**src/rtl/pwm_dbuf_pkg.sv**
```systemverilog
`timescale 1ns/1ps
package pwm_dbuf_pkg;
  typedef enum logic [1:0] {
    ST_IDLE = 2'd0,
    ST_RUN  = 2'd1,
    ST_DONE = 2'd2
  } chanState_t;

  // strobes from control to datapath
  typedef struct packed {
    logic load;   // copy staging into active registers
    logic dec;    // decrement active count
  } dpStrobe_t;
endpackage

```
**src/rtl/pwm_dbuf_ctrl.sv**
```systemverilog
`timescale 1ns/1ps
module pwm_dbuf_ctrl
  import pwm_dbuf_pkg::*;
(
  input  logic      clk,
  input  logic      rst_n,
  input  logic      tick,
  input  logic      startReq,
  input  logic      refreshReq,
  input  logic      reloadReq,
  input  logic      cntZero,
  output dpStrobe_t strb,
  output logic      running
);
  chanState_t state, stateNxt;

  always_comb begin
    stateNxt = state;
    strb     = '0;
    if (refreshReq) begin
      strb.load = 1'b1;
      stateNxt  = ST_IDLE;
    end else begin
      unique case (state)
        ST_IDLE: if (startReq) stateNxt = ST_RUN;
        ST_RUN: begin
          if (!startReq) begin
            stateNxt = ST_IDLE;
          end else if (tick) begin
            if (cntZero) begin
              if (reloadReq) strb.load = 1'b1;
              else           stateNxt  = ST_DONE;
            end else begin
              strb.dec = 1'b1;
            end
          end
        end
        ST_DONE: if (!startReq) stateNxt = ST_IDLE;
        default: stateNxt = ST_IDLE;
      endcase
    end
  end

  always_ff @(posedge clk or negedge rst_n) begin
    if (!rst_n) state <= ST_IDLE;
    else        state <= stateNxt;
  end

  assign running = (state == ST_RUN);

  // refresh keeps the channel out of the run state
  a_r3_refresh_halts: assert property (@(posedge clk) disable iff (!rst_n)
    refreshReq |=> !running);

  // start low means not running on the next cycle
  a_r9_stop_on_clear: assert property (@(posedge clk) disable iff (!rst_n)
    (!startReq && !refreshReq) |=> !running);

  // zero without reload leaves the run state
  a_r6_halt_at_zero: assert property (@(posedge clk) disable iff (!rst_n)
    (running && startReq && !refreshReq && tick && cntZero && !reloadReq)
      |=> (state == ST_DONE));

  // a halted channel never resumes while start stays high
  a_r4_no_self_restart: assert property (@(posedge clk) disable iff (!rst_n)
    (state == ST_DONE && startReq && !refreshReq) |=> (state == ST_DONE));
endmodule

```
**src/rtl/pwm_dbuf_dp.sv**
```systemverilog
`timescale 1ns/1ps
module pwm_dbuf_dp
  import pwm_dbuf_pkg::*;
#(
  parameter int CNT_W = 16
) (
  input  logic             clk,
  input  logic             rst_n,
  input  dpStrobe_t        strb,
  input  logic             running,
  input  logic             wrEn,
  input  logic             wrSel,
  input  logic [CNT_W-1:0] wrData,
  output logic             cntZero,
  output logic             activeLvl
);
  localparam logic [CNT_W-1:0] ONE  = CNT_W'(1);
  localparam logic [CNT_W-1:0] FULL = {CNT_W{1'b1}};

  logic [CNT_W-1:0] cntBufQ, cmpBufQ;
  logic [CNT_W-1:0] cntAct, cmpAct;

  always_ff @(posedge clk or negedge rst_n) begin
    if (!rst_n) begin
      cntBufQ <= '0;
      cmpBufQ <= '0;
    end else if (wrEn) begin
      if (wrSel) cmpBufQ <= wrData;
      else       cntBufQ <= wrData;
    end
  end

  always_ff @(posedge clk or negedge rst_n) begin
    if (!rst_n) begin
      cntAct <= '0;
      cmpAct <= '0;
    end else if (strb.load) begin
      cntAct <= cntBufQ;
      cmpAct <= cmpBufQ;
    end else if (strb.dec) begin
      cntAct <= cntAct - ONE;
    end
  end

  assign cntZero   = (cntAct == '0);
  assign activeLvl = running && (cntAct <= cmpAct);

  // a copy takes the staged values
  a_r5_copy_from_stage: assert property (@(posedge clk) disable iff (!rst_n)
    strb.load |=> (cntAct == $past(cntBufQ) && cmpAct == $past(cmpBufQ)));

  // one step down per decrement strobe
  a_r4_step_down: assert property (@(posedge clk) disable iff (!rst_n)
    strb.dec |=> (cntAct == $past(cntAct) - ONE));

  // staging writes alone leave the active pair untouched
  a_r2_active_stable: assert property (@(posedge clk) disable iff (!rst_n)
    (!strb.load && !strb.dec) |=> ($stable(cntAct) && $stable(cmpAct)));

  // all-ones threshold asserts for the whole run
  a_r7_full_duty: assert property (@(posedge clk) disable iff (!rst_n)
    (running && cmpAct == FULL) |-> activeLvl);
endmodule

```
**src/rtl/pwm_dbuf_channel.sv**
```systemverilog
`timescale 1ns/1ps
module pwm_dbuf_channel
  import pwm_dbuf_pkg::*;
#(
  parameter int CNT_W      = 16,
  parameter bit LAST_GROUP = 1'b0
) (
  input  logic             clk,
  input  logic             rst_n,
  input  logic             tick,
  input  logic [3:0]       ctrlGroup,
  input  logic             bufWrEn,
  input  logic             bufWrSel,
  input  logic [CNT_W-1:0] bufWrData,
  output logic             pwmOut
);
  dpStrobe_t strb;
  logic running, cntZero, activeLvl;
  logic reloadReq, invEff;

  generate
    if (LAST_GROUP) begin : g_last
      logic unusedHighBit;
      assign reloadReq     = ctrlGroup[2];
      assign invEff        = 1'b0;
      assign unusedHighBit = ctrlGroup[3];
    end else begin : g_std
      assign reloadReq = ctrlGroup[3];
      assign invEff    = ctrlGroup[2];
    end
  endgenerate

  pwm_dbuf_ctrl u_ctrl (
    .clk       (clk),
    .rst_n     (rst_n),
    .tick      (tick),
    .startReq  (ctrlGroup[0]),
    .refreshReq(ctrlGroup[1]),
    .reloadReq (reloadReq),
    .cntZero   (cntZero),
    .strb      (strb),
    .running   (running)
  );

  pwm_dbuf_dp #(.CNT_W(CNT_W)) u_dp (
    .clk      (clk),
    .rst_n    (rst_n),
    .strb     (strb),
    .running  (running),
    .wrEn     (bufWrEn),
    .wrSel    (bufWrSel),
    .wrData   (bufWrData),
    .cntZero  (cntZero),
    .activeLvl(activeLvl)
  );

  assign pwmOut = invEff ? activeLvl : ~activeLvl;

  // a stopped channel drives the inactive level
  a_r8_idle_level: assert property (@(posedge clk) disable iff (!rst_n)
    !running |-> (pwmOut == ~invEff));
endmodule

```
**config.mk**
```make
export PLATFORM = sky130hd
export DESIGN_NAME = pwm_dbuf_channel
export DESIGN_NICKNAME = d
export VERILOG_FILES = /design/src/rtl/pwm_dbuf_pkg.sv /design/src/rtl/pwm_dbuf_ctrl.sv /design/src/rtl/pwm_dbuf_dp.sv /design/src/rtl/pwm_dbuf_channel.sv
export SDC_FILE = /design/constraint.sdc
export NUM_CORES = 1
export LEC_CHECK = 0
export ABC_AREA = 1
export BUFFER_PORTS_ARGS = -buffer_cell sky130_fd_sc_hd__clkbuf_2
export CORE_ASPECT_RATIO = 0.6
export CORE_UTILIZATION = 42
export DETAILED_ROUTE_END_ITERATION = 10
export GPL_TIMING_DRIVEN = 0
export HOLD_SLACK_MARGIN = 0.15
export PLACE_DENSITY = 0.61
export SLEW_MARGIN = 20
export SYNTH_ARGS = -nofsm -noshare
export SYNTH_HDL_FRONTEND = slang
export SYNTH_SLANG_ARGS = --single-unit
```
**constraint.sdc**
```tcl
create_clock -name clk -period 4.9 [get_ports clk]
set_input_delay 0.49 -clock clk [delete_from_list [all_inputs] [get_ports clk]]
set_output_delay 0.49 -clock clk [all_outputs]
set_load 0.1 [all_outputs]
```
# Word-level counts from Yosys, hierarchy flattened
# Index checks and enable logic that the tools add are counted.
[classes]
addsub = 1
div = 0
n_mul = 0
n_reduce_logical = 7
n_lt_le_gt_ge = 1
n_shift = 0
mux = 19
bitwise_logic = 2
eq_ne = 7
[op_table]
columns = ["op", "count"]
rows = [
  ["2-to-1 mux 16 bit", 2],
  ["2-to-1 mux 2 bit", 10],
  ["less-or-equal comparator 16 bit", 1],
  ["zero test 16 bit", 1],
  ["subtractor 16 x 1 -> 16 bit, second input constant", 1],
  ["inequality test 4 bit, second input constant", 3],
  ["2-to-1 mux 1 bit", 6],
  ["inequality test 3 bit, second input constant", 2],
  ["case mux 2 bit (3 select lines)", 1],
  ["AND reduction 5 bit", 1],
  ["AND reduction 2 bit", 2],
  ["== test 2 x 1 -> 1 bit, second input constant", 1],
  ["== test 2 bit, second input constant", 1],
  ["zero test 2 bit", 1],
  ["inverter 1 bit", 2],
  ["nonzero test 2 bit", 1],
  ["logical AND 1 bit", 1],
]
[totals]
input_bits = 25
register_bits = 66
n_memories = 0
latch_bits = 0
mem_bits_ro = 0
ram_bits = 0
elab_cells = 42
out_inout_bits = 1

# Depth between registers and ports, before layout
# Gate-level depths: netlist of run 1.
[depth]
ltp_word = 8
depth_mapped = 15
mapped_depth_nobuf = 15

# By module
# From an unflattened synthesis of run 1, not the netlist that was laid out.
[hier_totals]
hier_cells = 404
area_unflattened_um2 = 3449.6
[modules_own_cells]
columns = ["mod", "seq_area_each_um2", "cells_per_inst", "instances", "area_per_inst_um2"]
rows = [
  ["pwm_dbuf_dp", 1601.5, 378, 1, 3265.6],
  ["pwm_dbuf_ctrl", 50.0, 21, 1, 165.2],
  ["pwm_dbuf_channel", 0.0, 5, 1, 18.8],
]

# Worst setup path after synthesis of run 1
# Ideal clock, no wire load.
[synth_timing]
path_kind = "reg2out"
startpoint = "register u_dp.cntAct[11]"
endpoint = "output port pwmOut"
t_arrival_ns = 1.888
path_buffers = 0
setup_slack_ns = 2.522
path_stages_with_launch = 10
cell_sequence = "dfrtp_1 -> ha_1 -> nand4_1 -> nor3_1 -> nand2_1 -> nand2_1 -> nand2_1 -> nand2_1 -> nand2_1 -> nand2_1"
[synth_between]
elab_chain_len = 4
[synth_rtl]
columns = ["element", "line_no", "text"]
rows = [
  ["from (decl)", "pwm_dbuf_dp.sv:21", "logic [CNT_W-1:0] cntAct, cmpAct;"],
  ["from (signal assigned)", "pwm_dbuf_dp.sv:38", "cntAct <= cntBufQ;"],
  ["from (signal assigned)", "pwm_dbuf_dp.sv:41", "cntAct <= cntAct - ONE;"],
  ["less-or-equal comparator 16 bit (*)", "pwm_dbuf_dp.sv:46", "assign activeLvl = running && (cntAct <= cmpAct);"],
  ["logical AND 1 bit (*)", "pwm_dbuf_dp.sv:46", ""],
  ["inverter 1 bit", "pwm_dbuf_channel.sv:57", "assign pwmOut = invEff ? activeLvl : ~activeLvl;"],
  ["2-to-1 mux 1 bit (*)", "pwm_dbuf_channel.sv:57", ""],
  ["to (decl)", "pwm_dbuf_channel.sv:15", "output logic pwmOut"],
]
# Mark *: on every way between the ends. The rest lies on a longest branch, timed or not.

# Worst setup path after layout of run 1
[layout_timing]
startpoint = "register u_dp.cntAct[15]"
endpoint = "output port pwmOut"
# Same word-level chain as after synthesis.

==> results.toml, run 1 <==
[finish]
drive_gt1_share_pct = 19.3
multi_input_area_um2 = 1640
fill_cells = 827
seqCellArea_um2 = 1650
utilization_pct = 51.4
final_common_cell = "nand2_1"
mostFrequentLayoutCells = "120 x nand2_1, 66 x dfrtp_1, 57 x inv_1, 56 x o21ai_0, 25 x clkbuf_2"
syn_to_final_growth_pct = 15.7
final_nets = 515
antenna_cells = 0
final_cell_area_um2 = 4170

[floorplan]
die-area_um2 = 8960
ios = 26
start_util_pct = 44.4
die_w_um = 122
core_um2 = 8100
die_y_um = 73.7
rows = 25

[global_routing]
grt_pass1_wl_um = 14300
grt_use_total_pct = 22.2
grt_pass1_vias = 2814
antenna_found_initial = 0
grt_max_degree = 45
grt.overflow.total = 0

[timing]
setup_violations = 0
layout_min_cycle_time_ns = 2.92
min_period_over_period_pct = 59.6
rsz0062_at_grt = "false"
final_hold_viol_count = 0
max_freq_mhz = 343
slew_viol_final = 0
fin_skew_ns = 0.00733
tightestPinTransition_ns = 0.536
setup_slack_ns = 1.98
tns_ns = 0
slew_headroom_pct = 64.4

[flow_run]
cap_violations = 0

[clock_network]
cts_buffers = 9
ctsHoldBuffers = 1
clock-sinks = 66
insertion_delay_ns = 0.33
clock_path_buffers = 2
clockRootBuffer = "clkbuf_16"
cts_resized = 0
post_cts_buffers = 0
h-tree-depth = 3
cts_tree = "done"
cts.clk_slew.worst_paths_ns = 0.05

[critical_path]
reg2reg_slack_ns = 2.97
r2r-start = "u_dp.cntAct[0]"
setup.worst_path.start = "u_dp.cntAct[15]"
crit_family = "simple AND/OR/NAND/NOR gates"
crit_arrival_ns = 2.43
crit_path_max_fanout = 4
end_kind = "output port"
path_common_cell = "nand2_1"
critPathLaunchType = "register"
cpMaxStageDelayCell = "dfrtp_1"
required_ns = 4.41
critPathBufInv = 1
crit_chain = "ha_1, nand2_1, nor3_1, nand3_1, nand2_1, nand3_1, nand2_1, clkbuf_2"
r2r-end = "u_dp.cntAct[8]"
path_class = "reg2out"
cpPeakStageDelay_ns = 0.45
r2r_cells = 10

[worst_hold_path]
min_path_cells = 3
min_from = "bufWrData[0]"
min_to = "u_dp.cntBufQ[0]"
hold_class = "in2reg"

[drt]
vias = 2869
route.met3.wl_um = 523
routed_via_density = 4.90
drc = 0
drtAntennaViolNets = 0
routed-wl-met2_um = 3370
wirelength_um = 8700
avgRoutedWirePerCell_um = 14.9
met1Wirelength_um = 4730
highest_layer = "met4"
drt_first_pass_iters = 4
drt_iter0_markers = 188

[synth]
synthesis.instances = 434
ys_warn_count = 0
syn-num-nets = 477
ys_seq_elements = 66
synth-seq-area-share_pct = 45.9
syn_avg_cell_area_um2 = 8.30
syn_area_um2 = 3600
synthDistinctLibCells = 31

[placement]
placed_cell_area_um2 = 3890
finalWeightedCongestion = 0.806
portBuffers = 25
hpwl_um = 6570
place_ws_ns = 2.35

[run_status]
status = "finished, final reports clean"

[power_and_ir_drop]
power_density_nw_per_um2 = 411
ir_worst_vdd_mv = 0.191
leakagePower_nw = 2.16
-- metrics by stage --
step / instances / total power [mW] / hold slack, ns
2_1_floorplan: 434 / 1.02 / 0.194
3_3_place_gp: 567 / 1.12 / 0.472
3_5_place_dp: 568 / 1.15 / 0.457
4_1_cts: 585 / 1.73 / 0.398
5_1_grt: 585 / 1.83 / 0.415
6_report: 585 / 1.71 / 0.404
-- cell families (layout without fill, tap and decap cells) --
kind of cell               after synthesis  count (layout)  synth area share [%]
AOI/OAI and AO/OA                       66              66                  9.24
xor gates and xnor gates                 6               6                  1.46
adders and majority gates               18              18                  6.25
buffers and inverters                   70             113                  8.65
DFF                                     66              66                  45.9
and+or+nand+nor                        208             208                  28.5
-- worst reg2reg max path: stages (launching register included) --
cell and delay, ns:
dfrtp_1 0.41, inv_1 0.18, ha_1 0.21, nand2_1 0.10, nor2_1 0.30, inv_1 0.12, nor2_1 0.14, nand2_1 0.08
xor2_1 0.14, nand2_1 0.08, nand3_2 0.05
-- state kept, by name, summed over array words and instances, names as in the netlist --
| signal | flops |
|---|---|
| u_dp.cmpAct | 16 |
| u_dp.cmpBufQ | 16 |
| u_dp.cntBufQ | 16 |
| u_ctrl.state | 2 |
| u_dp.cntAct | 16 |
-- worst max path at each step --
stage	to	slack, ns	depth (start not counted)
final	pwmOut	1.98	8
after global routing	pwmOut	1.87	10
after CTS	pwmOut	1.98	10
after detailed placement	pwmOut	2.35	8
after global placement	pwmOut	2.41	10
after floorplan	pwmOut	2.52	9
-- cell usage after synthesis --
library cell	n	area, µm²
a21oi_1	9	45.0
nand4_1	3	18.8
nor3_1	3	15.0
buf_12	1	20.0
clkbuf_1	5	18.8
nor2_1	23	86.3
nor2_4	2	22.5
clkbuf_2	1	5.00
inv_1	57	214
xnor2_1	1	8.76
nand2_1	120	450
nand2_2	17	106
or2_2	2	12.5
nor4_1	1	6.26
nor2_2	6	37.5
nand3_2	14	140
nand3b_1	1	7.51
xor2_1	5	43.8
buf_4	1	7.51
o21ai_0	56	280
dfrtp_1	66	1650
buf_6	2	22.5
nand2_4	2	22.5
buf_2	1	5.00
ha_1	18	225
buf_1	1	3.75
a21o_1	1	7.51
buf_8	1	15.0
nor2_8	2	40.0
and2_1	1	6.26
nand3_1	11	55.1
-- where the power goes --
| part | internal, mW | total, mW | switching, mW | leakage, nW |
|---|---|---|---|---|
| clock network | 0.340 | 0.569 | 0.229 | 0.129 |
| registers | 0.629 | 0.709 | 0.0795 | 0.825 |
| logic | 0.160 | 0.435 | 0.276 | 1.21 |
-- cell type report --
| cell class | instances | area share, % |
|---|---|---|
| sequential | 66 | 39.7 |
| multi-input combinational | 298 | 39.3 |
| clock buffer | 11 | 5.59 |
| inverter | 57 | 5.14 |
| timing repair buffer | 27 | 3.97 |
| tap | 108 | 3.24 |
| buffer | 13 | 2.34 |
| clock inverter | 5 | 0.751 |
-- routing by layer --
layer,global-route usage [%],vias up
met5,0,-
met4,6.31,0
li1,-,1447
met3,5.36,10
met1,33.7,1339
met2,30.9,73
(Power assumes the default switching activity.)
==> inputs of run 2 (changes only) <==
Clock period 4.9 ns to 2.7 ns, I/O delays scaled along.
==> results.toml, run 2 (synthesized netlist as in run 1, its figures left out) <==
[placement]
hpwl_um = 6570
place_ws_ns = 0.373
finalWeightedCongestion = 0.806
portBuffers = 25

[finish]
drive_gt1_share_pct = 19.3
multi_input_area_um2 = 1640
seqCellArea_um2 = 1650
final_common_cell = "nand2_1"
final_nets = 515
antenna_cells = 0
syn_to_final_growth_pct = 15.7
mostFrequentLayoutCells = "120 x nand2_1, 66 x dfrtp_1, 57 x inv_1, 56 x o21ai_0, 24 x clkbuf_2"
fill_cells = 828

[drt]
wirelength_um = 8700
drc = 0
avgRoutedWirePerCell_um = 14.9
drtAntennaViolNets = 0
routed_via_density = 4.90
vias = 2869
drt_first_pass_iters = 4
drt_iter0_markers = 188

[global_routing]
antenna_found_initial = 0
grt.overflow.total = 0
grt_pass1_wl_um = 14300
grt_use_total_pct = 22.2
grt_pass1_vias = 2814
grt_max_degree = 45

[critical_path]
required_ns = 2.43
crit_arrival_ns = 2.30
cpMaxStageDelayCell = "dfrtp_1"
path_class = "reg2out"
path_common_cell = "nand2_1"
crit_family = "simple AND/OR/NAND/NOR gates"
critPathBufInv = 1
crit_chain = "ha_1, nand2_1, nor3_1, nand3_1, nand2_1, nand3_1, nand2_1, clkbuf_4"
crit_path_max_fanout = 4
end_kind = "output port"
cpPeakStageDelay_ns = 0.45
critPathLaunchType = "register"

[timing]
tightestPinTransition_ns = 0.516
tns_ns = 0
slew_viol_final = 0
slew_headroom_pct = 65.6
min_period_over_period_pct = 95.2
setup_slack_ns = 0.129
setup_violations = 0
layout_min_cycle_time_ns = 2.57
max_freq_mhz = 389
rsz0062_at_grt = "false"
final_hold_viol_count = 0
fin_skew_ns = 0.00733

[floorplan]
ios = 26
core_um2 = 8100
die-area_um2 = 8960
die_y_um = 73.7
start_util_pct = 44.4
die_w_um = 122
rows = 25

[run_status]
status = "finished, final reports clean"

[clock_network]
cts.clk_slew.worst_paths_ns = 0.05
post_cts_buffers = 0
clock_path_buffers = 2
cts_buffers = 9
h-tree-depth = 3
clock-sinks = 66
cts_tree = "done"
insertion_delay_ns = 0.33
clockRootBuffer = "clkbuf_16"

[flow_run]
cap_violations = 0

[power_and_ir_drop]
power_density_nw_per_um2 = 747
leakagePower_nw = 2.16
ir_worst_vdd_mv = 0.347

[worst_hold_path]
hold_class = "in2reg"
==> run 2: cell counts in the layout (fill, tap and decap cells not counted) <==
Identical to the previous run, type by type.
==> run 2: worst reg2reg max path, cell delays in order (launching register included) <==
cell	delay, ns
dfrtp_1	0.41
inv_1	0.18
ha_1	0.21
nand2_1	0.10
nor2_1	0.30
inv_1	0.12
nor2_1	0.14
nand2_1	0.08
xor2_1	0.14
nand2_1	0.08
nand3_2	0.05
==> run 2: final cells by class <==
class / count / area share (%)
clock inverter: 5 / 0.751
sequential: 66 / 39.6
multi-input combinational: 298 / 39.3
timing repair buffer: 27 / 4.02
inverter: 57 / 5.13
buffer: 13 / 2.34
tap: 108 / 3.24
clock buffer: 11 / 5.58
==> run 2: path summary, 6_finish.rpt <==
path / start / end / cells after the start / slack [ns]
max in group asynchronous: rst_n / u_dp.cmpBufQ[5] / 3 / 1.74
max: u_dp.cntAct[15] / pwmOut / 8 / 0.13
min reg2reg: u_dp.cmpBufQ[6] / u_dp.cmpBufQ[6] / 2 / 0.49
min: bufWrData[0] / u_dp.cntBufQ[0] / 3 / 0.18
max reg2reg: u_dp.cntAct[0] / u_dp.cntAct[8] / 10 / 0.77
min in group asynchronous: rst_n / u_dp.cntAct[1] / 2 / 0.42
==> run 2: metrics by stage <==
| step | utilization (%) | power [mW] | instances | instance area [µm²] | hold WS [ns] |
|---|---|---|---|---|---|
| 2_1_floorplan | - | 1.84 | 434 | 3600 | -0.0256 |
| 3_3_place_gp | 47.7 | 2.04 | 567 | 3860 | 0.472 |
| 5_1_grt | 51.4 | 3.32 | 585 | 4170 | 0.195 |
| 4_1_cts | 51.4 | 3.15 | 585 | 4170 | 0.178 |
| 6_report | 51.4 | 3.11 | 585 | 4170 | 0.184 |
| 3_5_place_dp | 48.0 | 2.09 | 568 | 3890 | 0.237 |
==> run 2: report_power, final <==
| part | internal, mW | total (mW) | switching, mW |
|---|---|---|---|
| combinational | 0.293 | 0.793 | 0.500 |
| clock | 0.617 | 1.03 | 0.416 |
| sequential | 1.14 | 1.29 | 0.144 |
==> run 2: what timing repair did <==
action                                  in CTS  in global routing
resized for setup                            1                  0
hold endpoints to repair                    22                  0
endpoints found under the setup margin       1                  0
hold buffers                                 1                  0
==> run 2: routing by layer <==
| metal | global-route usage (%) | wire length, µm | vias up |
|---|---|---|---|
| met4 | 6.31 | 84 | 0 |
| met5 | 0 | 0 | - |
| met3 | 5.36 | 523 | 10 |
| met2 | 30.9 | 3370 | 73 |
| li1 | - | - | 1447 |
| met1 | 33.7 | 4730 | 1339 |
==> inputs of run 3 (changes only) <==
Settings changed: PLACE_DENSITY 0.61 to 0.66.
==> results.toml, run 3 (synthesized netlist as in run 1, its figures left out) <==
[power_and_ir_drop]
ir_worst_vdd_mv = 0.454
power_density_nw_per_um2 = 754
leakagePower_nw = 2.16

[critical_path]
end_kind = "output port"
path_class = "reg2out"
critPathLaunchType = "register"
crit_path_max_fanout = 7
path_common_cell = "nand2_1"
r2r-start = "u_dp.cntAct[0]"
r2r-end = "u_dp.cntAct[8]"
r2r_cells = 10
cpPeakStageDelay_ns = 0.45
crit_arrival_ns = 2.30
reg2reg_slack_ns = 0.83
setup.worst_path.start = "u_dp.cntAct[11]"
cpMaxStageDelayCell = "dfrtp_1"
crit_chain = "ha_1, nand4_1, nor3_1, nand2_1, nand2_1, nand2_1, nand2_1, nand2_1, nand2_1, clkbuf_4"
required_ns = 2.43

[drt]
drtAntennaViolNets = 0
avgRoutedWirePerCell_um = 14.1
drt_first_pass_iters = 5
drt_iter0_markers = 159
routed_via_density = 4.88
drc = 0
vias = 2851
wirelength_um = 8220

[global_routing]
grt_pass1_vias = 2665
grt_max_degree = 43
grt_use_total_pct = 21.2
grt_pass1_wl_um = 13800
antenna_found_initial = 0
grt.overflow.total = 0

[timing]
min_period_over_period_pct = 95.1
setup_violations = 0
tightestPinTransition_ns = 0.492
slew_viol_final = 0
max_freq_mhz = 389
final_hold_viol_count = 0
rsz0062_at_grt = "false"
layout_min_cycle_time_ns = 2.57
tns_ns = 0
fin_skew_ns = 0.00690
slew_headroom_pct = 67.2

[finish]
fill_cells = 797
drive_gt1_share_pct = 19.3
antenna_cells = 0
multi_input_area_um2 = 1640
syn_to_final_growth_pct = 16.0
stdcell_count = 584
mostFrequentLayoutCells = "120 x nand2_1, 66 x dfrtp_1, 57 x inv_1, 56 x o21ai_0, 24 x clkbuf_2"
final_nets = 515
seqCellArea_um2 = 1650
final_common_cell = "nand2_1"

[clock_network]
post_cts_buffers = 0
cts_buffers = 9
clock-sinks = 66
h-tree-depth = 3
cts_tree = "done"
insertion_delay_ns = 0.34
clock_path_buffers = 2
clockRootBuffer = "clkbuf_16"
cts.clk_slew.worst_paths_ns = 0.06

[floorplan]
rows = 25
die_w_um = 122
ios = 26
die-area_um2 = 8960
start_util_pct = 44.4
core_um2 = 8100
die_y_um = 73.7

[placement]
finalWeightedCongestion = 0.803
portBuffers = 25
hpwl_um = 6180
dpl.cell_count = 568

[worst_hold_path]
min_to = "u_dp.cntBufQ[11]"
min_from = "bufWrData[11]"
hold_class = "in2reg"
min_path_cells = 3

[flow_run]
cap_violations = 0

[run_status]
status = "finished, final reports clean"
run 3: changes by cell type in the layout (fill, tap and decap cells not counted), sizes merged:
cell and change:
clkbuf +1, clkinv -2
run 3: area by class of cell:
| cell class | instances | area share [%] |
|---|---|---|
| sequential | 66 | 39.5 |
| tap | 108 | 3.23 |
| clock inverter | 3 | 0.599 |
| clock buffer | 12 | 6.14 |
| inverter | 57 | 5.12 |
| multi-input combinational | 298 | 39.2 |
| timing repair buffer | 27 | 3.83 |
| buffer | 13 | 2.34 |
run 3: timing repair:
item                       4_1_cts  5_1_grt
hold buffers                     1        0
resized for setup                0        2
setup endpoints to repair        0        1
hold endpoints to repair        24        0
run 3: critical path: cells and delay by family, from the launching register on:
| kind | cells | cell delay [ns] |
|---|---|---|
| flip-flops | 1 | 0.45 |
| adder cells (fa/ha/maj) | 1 | 0.35 |
| AND/OR/NAND/NOR | 8 | 0.83 |
| buffers and inverters | 1 | 0.32 |
run 3: per-layer routing:
layer	GRT usage, %	share of wire [%]	vias up
li1	-	-	1445
met1	32.4	54	1316
met2	28.4	38	85
met3	6.75	7.7	5
met4	4.94	0.54	0
met5	0	0	-
run 3: worst max-delay path by stage:
stage             end  slack, ns  depth (start not counted)
6_report       pwmOut       0.13                         10
5_1_grt        pwmOut       0.08                          8
4_1_cts        pwmOut      0.008                         10
3_5_place_dp   pwmOut       0.38                         10
3_3_place_gp   pwmOut       0.43                         10
2_1_floorplan  pwmOut       0.54                          9
run 3: through the flow:
step	area (µm²)	power, mW	utilization (%)	setup slack, ns	hold WS, ns
finish	4180	3.15	51.6	0.132	0.172
global route	4180	3.36	51.6	0.0759	0.185
CTS	4180	3.17	51.5	0.00811	0.167
detailed placement	3880	2.07	47.9	0.383	0.229
global placement	3860	2.03	47.7	0.427	0.470
floorplan	3600	1.84	-	0.542	-0.0256
run 3: where the power goes:
group	switching, mW	total, mW	internal (mW)
combinational	0.487	0.776	0.289
clock	0.425	1.09	0.669
sequential	0.140	1.28	1.14
